`src/rtl/auxreq_pkg.sv`:
```
package auxreq_pkg;

  typedef enum logic [1:0] {
    RPL_ACK      = 2'b00,
    RPL_NACK     = 2'b01,
    RPL_I2C_NACK = 2'b10
  } reply_e;

  typedef enum logic [1:0] {
    OP_START = 2'b00,
    OP_XFER  = 2'b01,
    OP_STOP  = 2'b10
  } i2c_op_e;

  typedef enum logic [1:0] {
    CLS_BAD,
    CLS_NAT,
    CLS_I2C,
    CLS_MOT
  } cls_e;

  typedef enum logic [2:0] {
    ST_IDLE,
    ST_NAT,
    ST_PRESTOP,
    ST_START,
    ST_XFER,
    ST_STOP,
    ST_DONE
  } state_e;

  localparam logic [3:0] CMD_I2C_WR = 4'h0;
  localparam logic [3:0] CMD_I2C_RD = 4'h1;
  localparam logic [3:0] CMD_MOT_WR = 4'h4;
  localparam logic [3:0] CMD_MOT_RD = 4'h5;
  localparam logic [3:0] CMD_NAT_WR = 4'h8;
  localparam logic [3:0] CMD_NAT_RD = 4'h9;

  function automatic cls_e classify(input logic [3:0] c);
    cls_e r;
    unique case (c)
      CMD_NAT_WR, CMD_NAT_RD: r = CLS_NAT;
      CMD_I2C_WR, CMD_I2C_RD: r = CLS_I2C;
      CMD_MOT_WR, CMD_MOT_RD: r = CLS_MOT;
      default:                r = CLS_BAD;
    endcase
    return r;
  endfunction

endpackage

```
`src/rtl/auxreq_buf.sv`:
```
module auxreq_buf #(
  parameter int MAX_LEN = 16,
  localparam int IDX_W = (MAX_LEN > 1) ? $clog2(MAX_LEN) : 1
) (
  input  logic                 clk,
  input  logic                 load_en,
  input  logic [MAX_LEN*8-1:0] load_data,
  input  logic                 wr_en,
  input  logic [IDX_W-1:0]     wr_idx,
  input  logic [7:0]           wr_byte,
  input  logic [IDX_W-1:0]     rd_idx,
  output logic [7:0]           rd_byte,
  output logic [MAX_LEN*8-1:0] all_data
);

  logic [7:0] bytes_q [MAX_LEN];

  for (genvar g = 0; g < MAX_LEN; g++) begin : g_byte
    logic hit;
    assign hit = wr_en && (wr_idx == IDX_W'(g));
    always_ff @(posedge clk) begin
      if (load_en) begin
        bytes_q[g] <= load_data[g*8 +: 8];
      end else if (hit) begin
        bytes_q[g] <= wr_byte;
      end
    end
    assign all_data[g*8 +: 8] = bytes_q[g];
  end

  assign rd_byte = bytes_q[rd_idx];

endmodule

```
`src/rtl/auxreq_mot_track.sv`:
```
module auxreq_mot_track #(
  parameter int ADDR_W = 20
) (
  input  logic              clk,
  input  logic              rst_n,
  input  logic              upd_en,
  input  logic [ADDR_W-1:0] upd_addr,
  input  logic [3:0]        upd_cmd,
  input  logic [ADDR_W-1:0] cmp_addr,
  input  logic [3:0]        cmp_cmd,
  output logic              differ
);

  logic [ADDR_W-1:0] last_addr_q, last_addr_d;
  logic [3:0]        last_cmd_q,  last_cmd_d;

  always_comb begin
    last_addr_d = last_addr_q;
    last_cmd_d  = last_cmd_q;
    if (upd_en) begin
      last_addr_d = upd_addr;
      last_cmd_d  = upd_cmd;
    end
  end

  always_ff @(posedge clk or negedge rst_n) begin
    if (!rst_n) begin
      last_addr_q <= '0;
      last_cmd_q  <= 4'h0;
    end else begin
      last_addr_q <= last_addr_d;
      last_cmd_q  <= last_cmd_d;
    end
  end

  assign differ = (cmp_addr != last_addr_q) || (cmp_cmd != last_cmd_q);

  // without an update the recorded pair does not move
  a_r10_record_hold: assert property (@(posedge clk) disable iff (!rst_n)
    !upd_en |=> $stable(last_addr_q) && $stable(last_cmd_q));

endmodule

```
`src/rtl/auxreq_fsm.sv`:
```
module auxreq_fsm
  import auxreq_pkg::*;
#(
  parameter int ADDR_W  = 20,
  parameter int MAX_LEN = 16,
  localparam int LEN_W  = $clog2(MAX_LEN + 1)
) (
  input  logic              clk,
  input  logic              rst_n,
  input  logic              req_valid,
  input  logic [3:0]        req_cmd,
  input  logic [ADDR_W-1:0] req_addr,
  input  logic [LEN_W-1:0]  req_len,
  input  logic              i2c_busy,
  input  logic              differ,
  input  logic [7:0]        buf_byte,
  input  logic              reg_ack,
  input  logic              reg_err,
  input  logic [7:0]        reg_rdata,
  input  logic              i2c_done,
  input  logic              i2c_fail,
  input  logic [7:0]        i2c_rdata,
  output logic              req_ready,
  output logic              load_en,
  output logic              wr_en,
  output logic [7:0]        wr_byte,
  output logic [LEN_W-1:0]  cnt,
  output logic              track_upd,
  output logic [ADDR_W-1:0] cur_addr,
  output logic [3:0]        cur_cmd,
  output logic              reg_req,
  output logic              reg_we,
  output logic [ADDR_W-1:0] reg_addr,
  output logic [7:0]        reg_wdata,
  output logic              i2c_op_valid,
  output logic [1:0]        i2c_op,
  output logic [6:0]        i2c_addr,
  output logic              i2c_wr,
  output logic [7:0]        i2c_wdata,
  output logic              rsp_valid,
  output logic [1:0]        rsp_code
);

  state_e            state_q, state_d;
  logic [3:0]        cmd_q, cmd_d;
  logic [ADDR_W-1:0] addr_q, addr_d;
  logic [LEN_W-1:0]  len_q, len_d;
  logic [LEN_W-1:0]  cnt_q, cnt_d;
  reply_e            code_q, code_d;
  logic [LEN_W-1:0]  cnt_inc;
  logic              is_mot, is_read;

  assign cnt_inc = cnt_q + LEN_W'(1);
  assign is_mot  = (classify(cmd_q) == CLS_MOT);
  assign is_read = cmd_q[0];

  always_comb begin
    state_d   = state_q;
    cmd_d     = cmd_q;
    addr_d    = addr_q;
    len_d     = len_q;
    cnt_d     = cnt_q;
    code_d    = code_q;
    load_en   = 1'b0;
    wr_en     = 1'b0;
    wr_byte   = 8'h00;
    track_upd = 1'b0;
    unique case (state_q)
      ST_IDLE: begin
        if (req_valid) begin
          load_en = 1'b1;
          cmd_d   = req_cmd;
          addr_d  = req_addr;
          len_d   = req_len;
          cnt_d   = '0;
          code_d  = RPL_ACK;
          unique case (classify(req_cmd))
            CLS_NAT: begin
              if (req_len == '0) begin
                code_d  = RPL_NACK;
                state_d = ST_DONE;
              end else begin
                state_d = ST_NAT;
              end
            end
            CLS_I2C: state_d = i2c_busy ? ST_PRESTOP : ST_START;
            CLS_MOT: begin
              if (!i2c_busy)           state_d = ST_START;
              else if (differ)         state_d = ST_PRESTOP;
              else if (req_len == '0)  state_d = ST_DONE;
              else                     state_d = ST_XFER;
            end
            default: begin
              code_d  = RPL_NACK;
              state_d = ST_DONE;
            end
          endcase
        end
      end
      ST_NAT: begin
        if (reg_ack) begin
          if (reg_err) begin
            code_d  = RPL_NACK;
            state_d = ST_DONE;
          end else begin
            wr_en   = is_read;
            wr_byte = reg_rdata;
            cnt_d   = cnt_inc;
            if (cnt_inc == len_q) state_d = ST_DONE;
          end
        end
      end
      ST_PRESTOP: begin
        if (i2c_done) state_d = ST_START;
      end
      ST_START: begin
        if (i2c_done) begin
          if (i2c_fail) begin
            code_d  = RPL_I2C_NACK;
            state_d = ST_DONE;
          end else begin
            track_upd = is_mot;
            if (len_q == '0) state_d = is_mot ? ST_DONE : ST_STOP;
            else             state_d = ST_XFER;
          end
        end
      end
      ST_XFER: begin
        if (i2c_done) begin
          if (i2c_fail) begin
            code_d  = RPL_I2C_NACK;
            state_d = ST_STOP;
          end else begin
            wr_en   = is_read;
            wr_byte = i2c_rdata;
            cnt_d   = cnt_inc;
            if (cnt_inc == len_q) state_d = is_mot ? ST_DONE : ST_STOP;
          end
        end
      end
      ST_STOP: begin
        if (i2c_done) state_d = ST_DONE;
      end
      ST_DONE: state_d = ST_IDLE;
      default: state_d = ST_IDLE;
    endcase
  end

  always_ff @(posedge clk or negedge rst_n) begin
    if (!rst_n) begin
      state_q <= ST_IDLE;
      cmd_q   <= 4'h0;
      addr_q  <= '0;
      len_q   <= '0;
      cnt_q   <= '0;
      code_q  <= RPL_ACK;
    end else begin
      state_q <= state_d;
      cmd_q   <= cmd_d;
      addr_q  <= addr_d;
      len_q   <= len_d;
      cnt_q   <= cnt_d;
      code_q  <= code_d;
    end
  end

  assign req_ready    = (state_q == ST_IDLE);
  assign rsp_valid    = (state_q == ST_DONE);
  assign rsp_code     = code_q;
  assign cnt          = cnt_q;
  assign cur_addr     = addr_q;
  assign cur_cmd      = cmd_q;
  assign reg_req      = (state_q == ST_NAT);
  assign reg_we       = !is_read;
  assign reg_addr     = addr_q + ADDR_W'(cnt_q);
  assign reg_wdata    = buf_byte;
  assign i2c_op_valid = (state_q == ST_PRESTOP) || (state_q == ST_START) ||
                        (state_q == ST_XFER) || (state_q == ST_STOP);
  assign i2c_op       = (state_q == ST_START) ? OP_START :
                        (state_q == ST_XFER)  ? OP_XFER  : OP_STOP;
  assign i2c_addr     = addr_q[6:0];
  assign i2c_wr       = !is_read;
  assign i2c_wdata    = buf_byte;

  // never two outstanding operations
  a_r12_one_port: assert property (@(posedge clk) disable iff (!rst_n)
    $onehot0({reg_req, i2c_op_valid}));

  // a register access is held until acknowledged
  a_r12_reg_hold: assert property (@(posedge clk) disable iff (!rst_n)
    reg_req && !reg_ack |=> reg_req && $stable(reg_addr) && $stable(reg_we) && $stable(reg_wdata));

  // an I2C operation is held until done
  a_r12_op_hold: assert property (@(posedge clk) disable iff (!rst_n)
    i2c_op_valid && !i2c_done |=> i2c_op_valid && $stable(i2c_op) && $stable(i2c_addr) && $stable(i2c_wdata));

  // reply is a single pulse followed by readiness
  a_r1_pulse: assert property (@(posedge clk) disable iff (!rst_n)
    rsp_valid |=> !rsp_valid && req_ready);

  // failed start replies at once without a stop
  a_r7_start_fail: assert property (@(posedge clk) disable iff (!rst_n)
    (state_q == ST_START) && i2c_done && i2c_fail |=> rsp_valid && (rsp_code == 2'b10));

  // progress never runs past the requested length
  a_r11_cnt_bound: assert property (@(posedge clk) disable iff (!rst_n)
    !req_ready |-> (cnt_q <= len_q));

endmodule

```
`src/rtl/auxreq_router.sv`:
```
module auxreq_router
  import auxreq_pkg::*;
#(
  parameter int ADDR_W  = 20,
  parameter int MAX_LEN = 16,
  localparam int LEN_W  = $clog2(MAX_LEN + 1)
) (
  input  logic                 clk,
  input  logic                 rst_n,
  input  logic                 req_valid,
  output logic                 req_ready,
  input  logic [3:0]           req_cmd,
  input  logic [ADDR_W-1:0]    req_addr,
  input  logic [LEN_W-1:0]     req_len,
  input  logic [MAX_LEN*8-1:0] req_data,
  output logic                 rsp_valid,
  output logic [1:0]           rsp_code,
  output logic [LEN_W-1:0]     rsp_count,
  output logic [MAX_LEN*8-1:0] rsp_data,
  output logic                 reg_req,
  output logic                 reg_we,
  output logic [ADDR_W-1:0]    reg_addr,
  output logic [7:0]           reg_wdata,
  input  logic                 reg_ack,
  input  logic                 reg_err,
  input  logic [7:0]           reg_rdata,
  output logic                 i2c_op_valid,
  output logic [1:0]           i2c_op,
  output logic [6:0]           i2c_addr,
  output logic                 i2c_wr,
  output logic [7:0]           i2c_wdata,
  input  logic                 i2c_done,
  input  logic                 i2c_fail,
  input  logic [7:0]           i2c_rdata,
  input  logic                 i2c_busy
);

  localparam int IDX_W = (MAX_LEN > 1) ? $clog2(MAX_LEN) : 1;

  logic              load_en, wr_en, track_upd, differ;
  logic [7:0]        wr_byte, buf_byte;
  logic [LEN_W-1:0]  cnt;
  logic [ADDR_W-1:0] cur_addr;
  logic [3:0]        cur_cmd;

  auxreq_fsm #(.ADDR_W(ADDR_W), .MAX_LEN(MAX_LEN)) u_fsm (
    .clk(clk), .rst_n(rst_n),
    .req_valid(req_valid), .req_cmd(req_cmd), .req_addr(req_addr), .req_len(req_len),
    .i2c_busy(i2c_busy), .differ(differ), .buf_byte(buf_byte),
    .reg_ack(reg_ack), .reg_err(reg_err), .reg_rdata(reg_rdata),
    .i2c_done(i2c_done), .i2c_fail(i2c_fail), .i2c_rdata(i2c_rdata),
    .req_ready(req_ready), .load_en(load_en), .wr_en(wr_en), .wr_byte(wr_byte),
    .cnt(cnt), .track_upd(track_upd), .cur_addr(cur_addr), .cur_cmd(cur_cmd),
    .reg_req(reg_req), .reg_we(reg_we), .reg_addr(reg_addr), .reg_wdata(reg_wdata),
    .i2c_op_valid(i2c_op_valid), .i2c_op(i2c_op), .i2c_addr(i2c_addr),
    .i2c_wr(i2c_wr), .i2c_wdata(i2c_wdata),
    .rsp_valid(rsp_valid), .rsp_code(rsp_code)
  );

  auxreq_buf #(.MAX_LEN(MAX_LEN)) u_buf (
    .clk(clk), .load_en(load_en), .load_data(req_data),
    .wr_en(wr_en), .wr_idx(cnt[IDX_W-1:0]), .wr_byte(wr_byte),
    .rd_idx(cnt[IDX_W-1:0]), .rd_byte(buf_byte), .all_data(rsp_data)
  );

  auxreq_mot_track #(.ADDR_W(ADDR_W)) u_track (
    .clk(clk), .rst_n(rst_n),
    .upd_en(track_upd), .upd_addr(cur_addr), .upd_cmd(cur_cmd),
    .cmp_addr(req_addr), .cmp_cmd(req_cmd), .differ(differ)
  );

  assign rsp_count = cnt;

  logic accept;
  assign accept = req_valid && req_ready;

  // unknown command answers NACK on the next cycle
  a_r2_bad_nack: assert property (@(posedge clk) disable iff (!rst_n)
    accept && (classify(req_cmd) == CLS_BAD) |=> rsp_valid && (rsp_code == 2'b01));

  // zero-length native request answers NACK with no access
  a_r5_zero_native: assert property (@(posedge clk) disable iff (!rst_n)
    accept && (classify(req_cmd) == CLS_NAT) && (req_len == '0)
      |=> rsp_valid && (rsp_code == 2'b01) && !reg_req);

  // matching continuation on a busy bus goes straight to byte transfer
  a_r8_continue: assert property (@(posedge clk) disable iff (!rst_n)
    accept && (classify(req_cmd) == CLS_MOT) && i2c_busy && !differ && (req_len != '0)
      |=> i2c_op_valid && (i2c_op == 2'b01));

  // requested length fits the buffer
  a_r12_len_range: assert property (@(posedge clk) disable iff (!rst_n)
    accept |-> (req_len <= LEN_W'(MAX_LEN)));

endmodule

```
`config.mk`:
```
export PLATFORM = sky130hd
export DESIGN_NAME = auxreq_router
export DESIGN_NICKNAME = d
export VERILOG_FILES = /design/src/rtl/auxreq_pkg.sv /design/src/rtl/auxreq_buf.sv /design/src/rtl/auxreq_mot_track.sv /design/src/rtl/auxreq_fsm.sv /design/src/rtl/auxreq_router.sv
export SDC_FILE = /design/constraint.sdc
export NUM_CORES = 1
export LEC_CHECK = 0
export ABC_CLOCK_PERIOD_IN_PS = 7300
export BUFFER_PORTS_ARGS = -buffer_cell sky130_fd_sc_hd__buf_2
export CORE_ASPECT_RATIO = 0.9
export CORE_MARGIN = 2
export CORE_UTILIZATION = 25
export DETAILED_ROUTE_END_ITERATION = 7
export MAX_ROUTING_LAYER = met4
export PLACE_DENSITY = 0.56
export SYNTH_ARGS = -nofsm -noshare
export SYNTH_HDL_FRONTEND = slang
export SYNTH_SLANG_ARGS = --single-unit
```
`constraint.sdc`:
```
create_clock -name clk -period 7.3 [get_ports clk]
set_clock_uncertainty 0.05 [all_clocks]
set_input_delay 0 -clock clk [delete_from_list [all_inputs] [get_ports clk]]
set_output_delay 0 -clock clk [all_outputs]
set_load 0.005 [all_outputs]
```
==> summary.txt <==
area share of the largest cell type after synthesis: 37.1%
Critical Path Start Type: flop
Critical Path Fanout Max: 16
cell family with most CP delay: simple AND/OR/NAND/NOR gates
initial antenna violation count: 3
Root Driver: clkbuf_16
H-tree level count: 4
mapped cell area: 10400 µm²
warnings from Yosys: 0
outcome: complete, no violations
critical path arrival: 3.62 ns
First DRT Iteration DRCs: 531
final hold viol count: 0
vias in the first global route: 8625
deepest clock path buffer count: 2
worst hold path class: in -> reg
f_max: 0.280 GHz
hold path cells: 4
Net Count, Synth: 894
post-route insts no fill: 1755
chip height: 197 µm
GRT overflow: 0
via count: 8330
clock group share of total power: 20.7%
P_int: 2.76 mW
Reg2Reg Setup Slack: 3.72 ns
Routed Antenna Nets: 0
FILL cells: 3981
dpl cells: 1563
commonest cells in the netlist: mux2_2, edfxtp_1, dfrtp_1
area leader, netlist: edfxtp_1
largest net degree at the start of global routing: 64
Post-Route WL: 40900 µm
area of the core: 40700 µm²
synth top area cells: edfxtp_1, mux2_2, dfrtp_1
routability cong.: 0.901
HPWL Detailed: 31100 µm
Die Area: 43100 µm²
Buf/Inv on CP: 0
I/O Pins: 367
worst r2r src: u_fsm.state_q[1]
R2R cell count: 6
Max IR drop VDD: 0.170 mV
CTS tree: yes
Vias/cell: 4.75
Rows: 70
TNS Setup: 0 ns
Critical Path RT: 7.35 ns
Sw Ratio: 36.4%
most common cell in the netlist: mux2_2
ys flop type: edfxtp_1
later-pin clock latency in the skew report: 0.44 ns
Critical Path, Cell by Cell: or3b_4 > nor3b_4 > or2_1 > and3_1 > nand2_2 > nand2_1
Seq/Total Area, Yosys: 52.3%
Post-Synthesis Cells: 703
max-cap violation count: 0
Slew headroom: 26.8%
Hold Path Origin: i2c_busy
Avg Inst Size Synth: 14.7 µm²
DR DRC count: 0
clock-pin slew on the worst setup and hold paths: 0.06 ns
Port Buffers: 366
Final Util: 36.2%
Total Power: 4.34 mW
P_sw: 1.58 mW
LEAKAGE: 6.24 nW
Final Cycle Share: 49.0%
Hold EP: u_fsm.state_q[0]
TritonRoute pass-1 iters: 5
number of synthesized flops with an enable pin: 128
Worst-Margin Slew: 1.10 ns
Nets: 1392
CP Class: reg -> reg
Async SR Flop Fraction: 33.0%
Num CTS Buffers: 17
starting density of the core: 25.4%
Overall Global Routing Usage: 19.5%
FF+latch count, synth: 191
Sequential Power Share: 40.3%
die width: 219 µm
multi-input logic area: 4580 µm²
power density cells: 294 nW/µm²
RSZ-0062 raised after global routing: false
CP max stage delay: 0.57 ns
# setup viols final: 0
Worst path slowest cell: and3_1
post-synth cell types: 57
combinational group share of total power: 39.0%
Layout area overhead: 42.3%
crit path time final: 3.58 ns
register area: 5420 µm²
Sink Count: 191
Worst R2R End: u_buf.bytes_q[9][4]
first-pass GRT wire length: 58500 µm
Setup crit end kind: flop
DR WL/cell: 23.3 µm
layout cells sized above 1: 52.8%
Final Max Slew Viols: 0
## cell type report
class / instances / area share [%]
clock inverter: 10 / 0.611
inverter: 14 / 0.356
timing repair buffer: 532 / 23.6
multi-input combinational: 445 / 31.1
antenna: 2 / 0.0339
sequential: 191 / 36.8
tap: 540 / 4.58
clock buffer: 21 / 2.99
## cells in the final DEF (no fill, tap or decap), types with 4 or more instances in the layout
cell,netlist,routed
mux4_2,40,40
mux2_4,8,8
o21a_1,4,4
nand2_1,30,29
nor4_1,5,5
xnor2_1,26,26
dlygate4sd3_1,0,159
clkbuf_16,0,17
dfrtp_1,63,61
nor2_1,15,15
o21ai_0,8,8
ha_1,9,9
nand2_4,6,6
buf_2,4,366
nand2_2,6,7
a22o_1,11,11
clkbuf_1,23,4
and3_1,7,7
nand4_1,6,6
buf_4,19,7
nor3_1,5,4
a21oi_1,11,11
mux2_2,169,169
nand3_4,4,4
nor2b_1,8,8
xor2_1,24,24
edfxtp_1,128,128
inv_1,14,14
clkinvlp_4,0,4
nand3_1,7,7
## layer usage
layer  up-vias  part of all wire [%]  GRT usage, %
li1       3680                     -             -
met1      4194                    43          25.5
met2       388                    48          30.6
met3        68                   6.4          3.93
met4         0                   2.5          5.62
met5         -                     0             -
## power groups by stage
stage	combinational [mW]	clock, mW	sequential (mW)
finish	1.69	0.898	1.75
global route	1.83	0.960	1.79
CTS	1.71	0.918	1.75
detailed placement	1.64	0	1.77
global placement	1.62	0	1.77
floorplan	1.03	0	1.64
## stage by stage
stage	worst slack [ns]	area, µm²	hold slack [ns]
floorplan	4.71	10400	-0.346
global placement	3.84	12600	0.197
detailed placement	3.75	12600	0.199
CTS	3.74	14700	0.0191
global route	3.49	14700	0.0492
finish	3.72	14700	0.0247
## timing repair
item / CTS / global route
buffers inserted: 0 / 0
hold buffers: 159 / 0
endpoints found under the hold margin: 222 / 0
gates resized for setup: 0 / 0
## kinds of logic after synthesis
kind of cell | after synthesis | share of synthesized area, %
xor+xnor | 50 | 4.23
buf+inv | 67 | 3.53
compound gates | 48 | 3.24
mux | 220 | 28.5
fa+ha+maj | 10 | 1.28
flops | 191 | 52.3
simple gates | 117 | 6.87
## sequential cells by signal (all words and copies together) (netlist names)
name,cells
u_track.last_addr_q,20
u_fsm.cur_cmd,4
u_fsm.cnt,5
u_fsm.cur_addr,20
u_buf.bytes_q,128
u_track.last_cmd_q,4
u_fsm.rsp_code,2
u_fsm.len_q,5
u_fsm.state_q,3
## worst register-to-register path: stages, from the launching register on
cell	delay [ns]
dfrtp_1	0.55
or3b_4	0.48
nor3b_4	0.51
or2_1	0.35
and3_1	0.58
nand2_2	0.31
nand2_1	0.40
## worst max path at each step
| stage | startpoint | end | slack, ns | depth (start not counted) |
|---|---|---|---|---|
| 3_3_place_gp | u_fsm.state_q[1] | u_buf.bytes_q[9][3] | 3.84 | 6 |
| 3_5_place_dp | u_fsm.state_q[2] | u_buf.bytes_q[15][2] | 3.75 | 6 |
| 4_1_cts | u_fsm.state_q[2] | u_buf.bytes_q[15][1] | 3.74 | 6 |
| 5_1_grt | u_fsm.state_q[2] | u_buf.bytes_q[9][7] | 3.49 | 6 |
| 2_1_floorplan | u_fsm.cnt[1] | reg_addr[12] | 4.71 | 10 |
| 6_report | u_fsm.state_q[1] | u_buf.bytes_q[9][4] | 3.72 | 6 |
(Power assumes the default switching activity.)
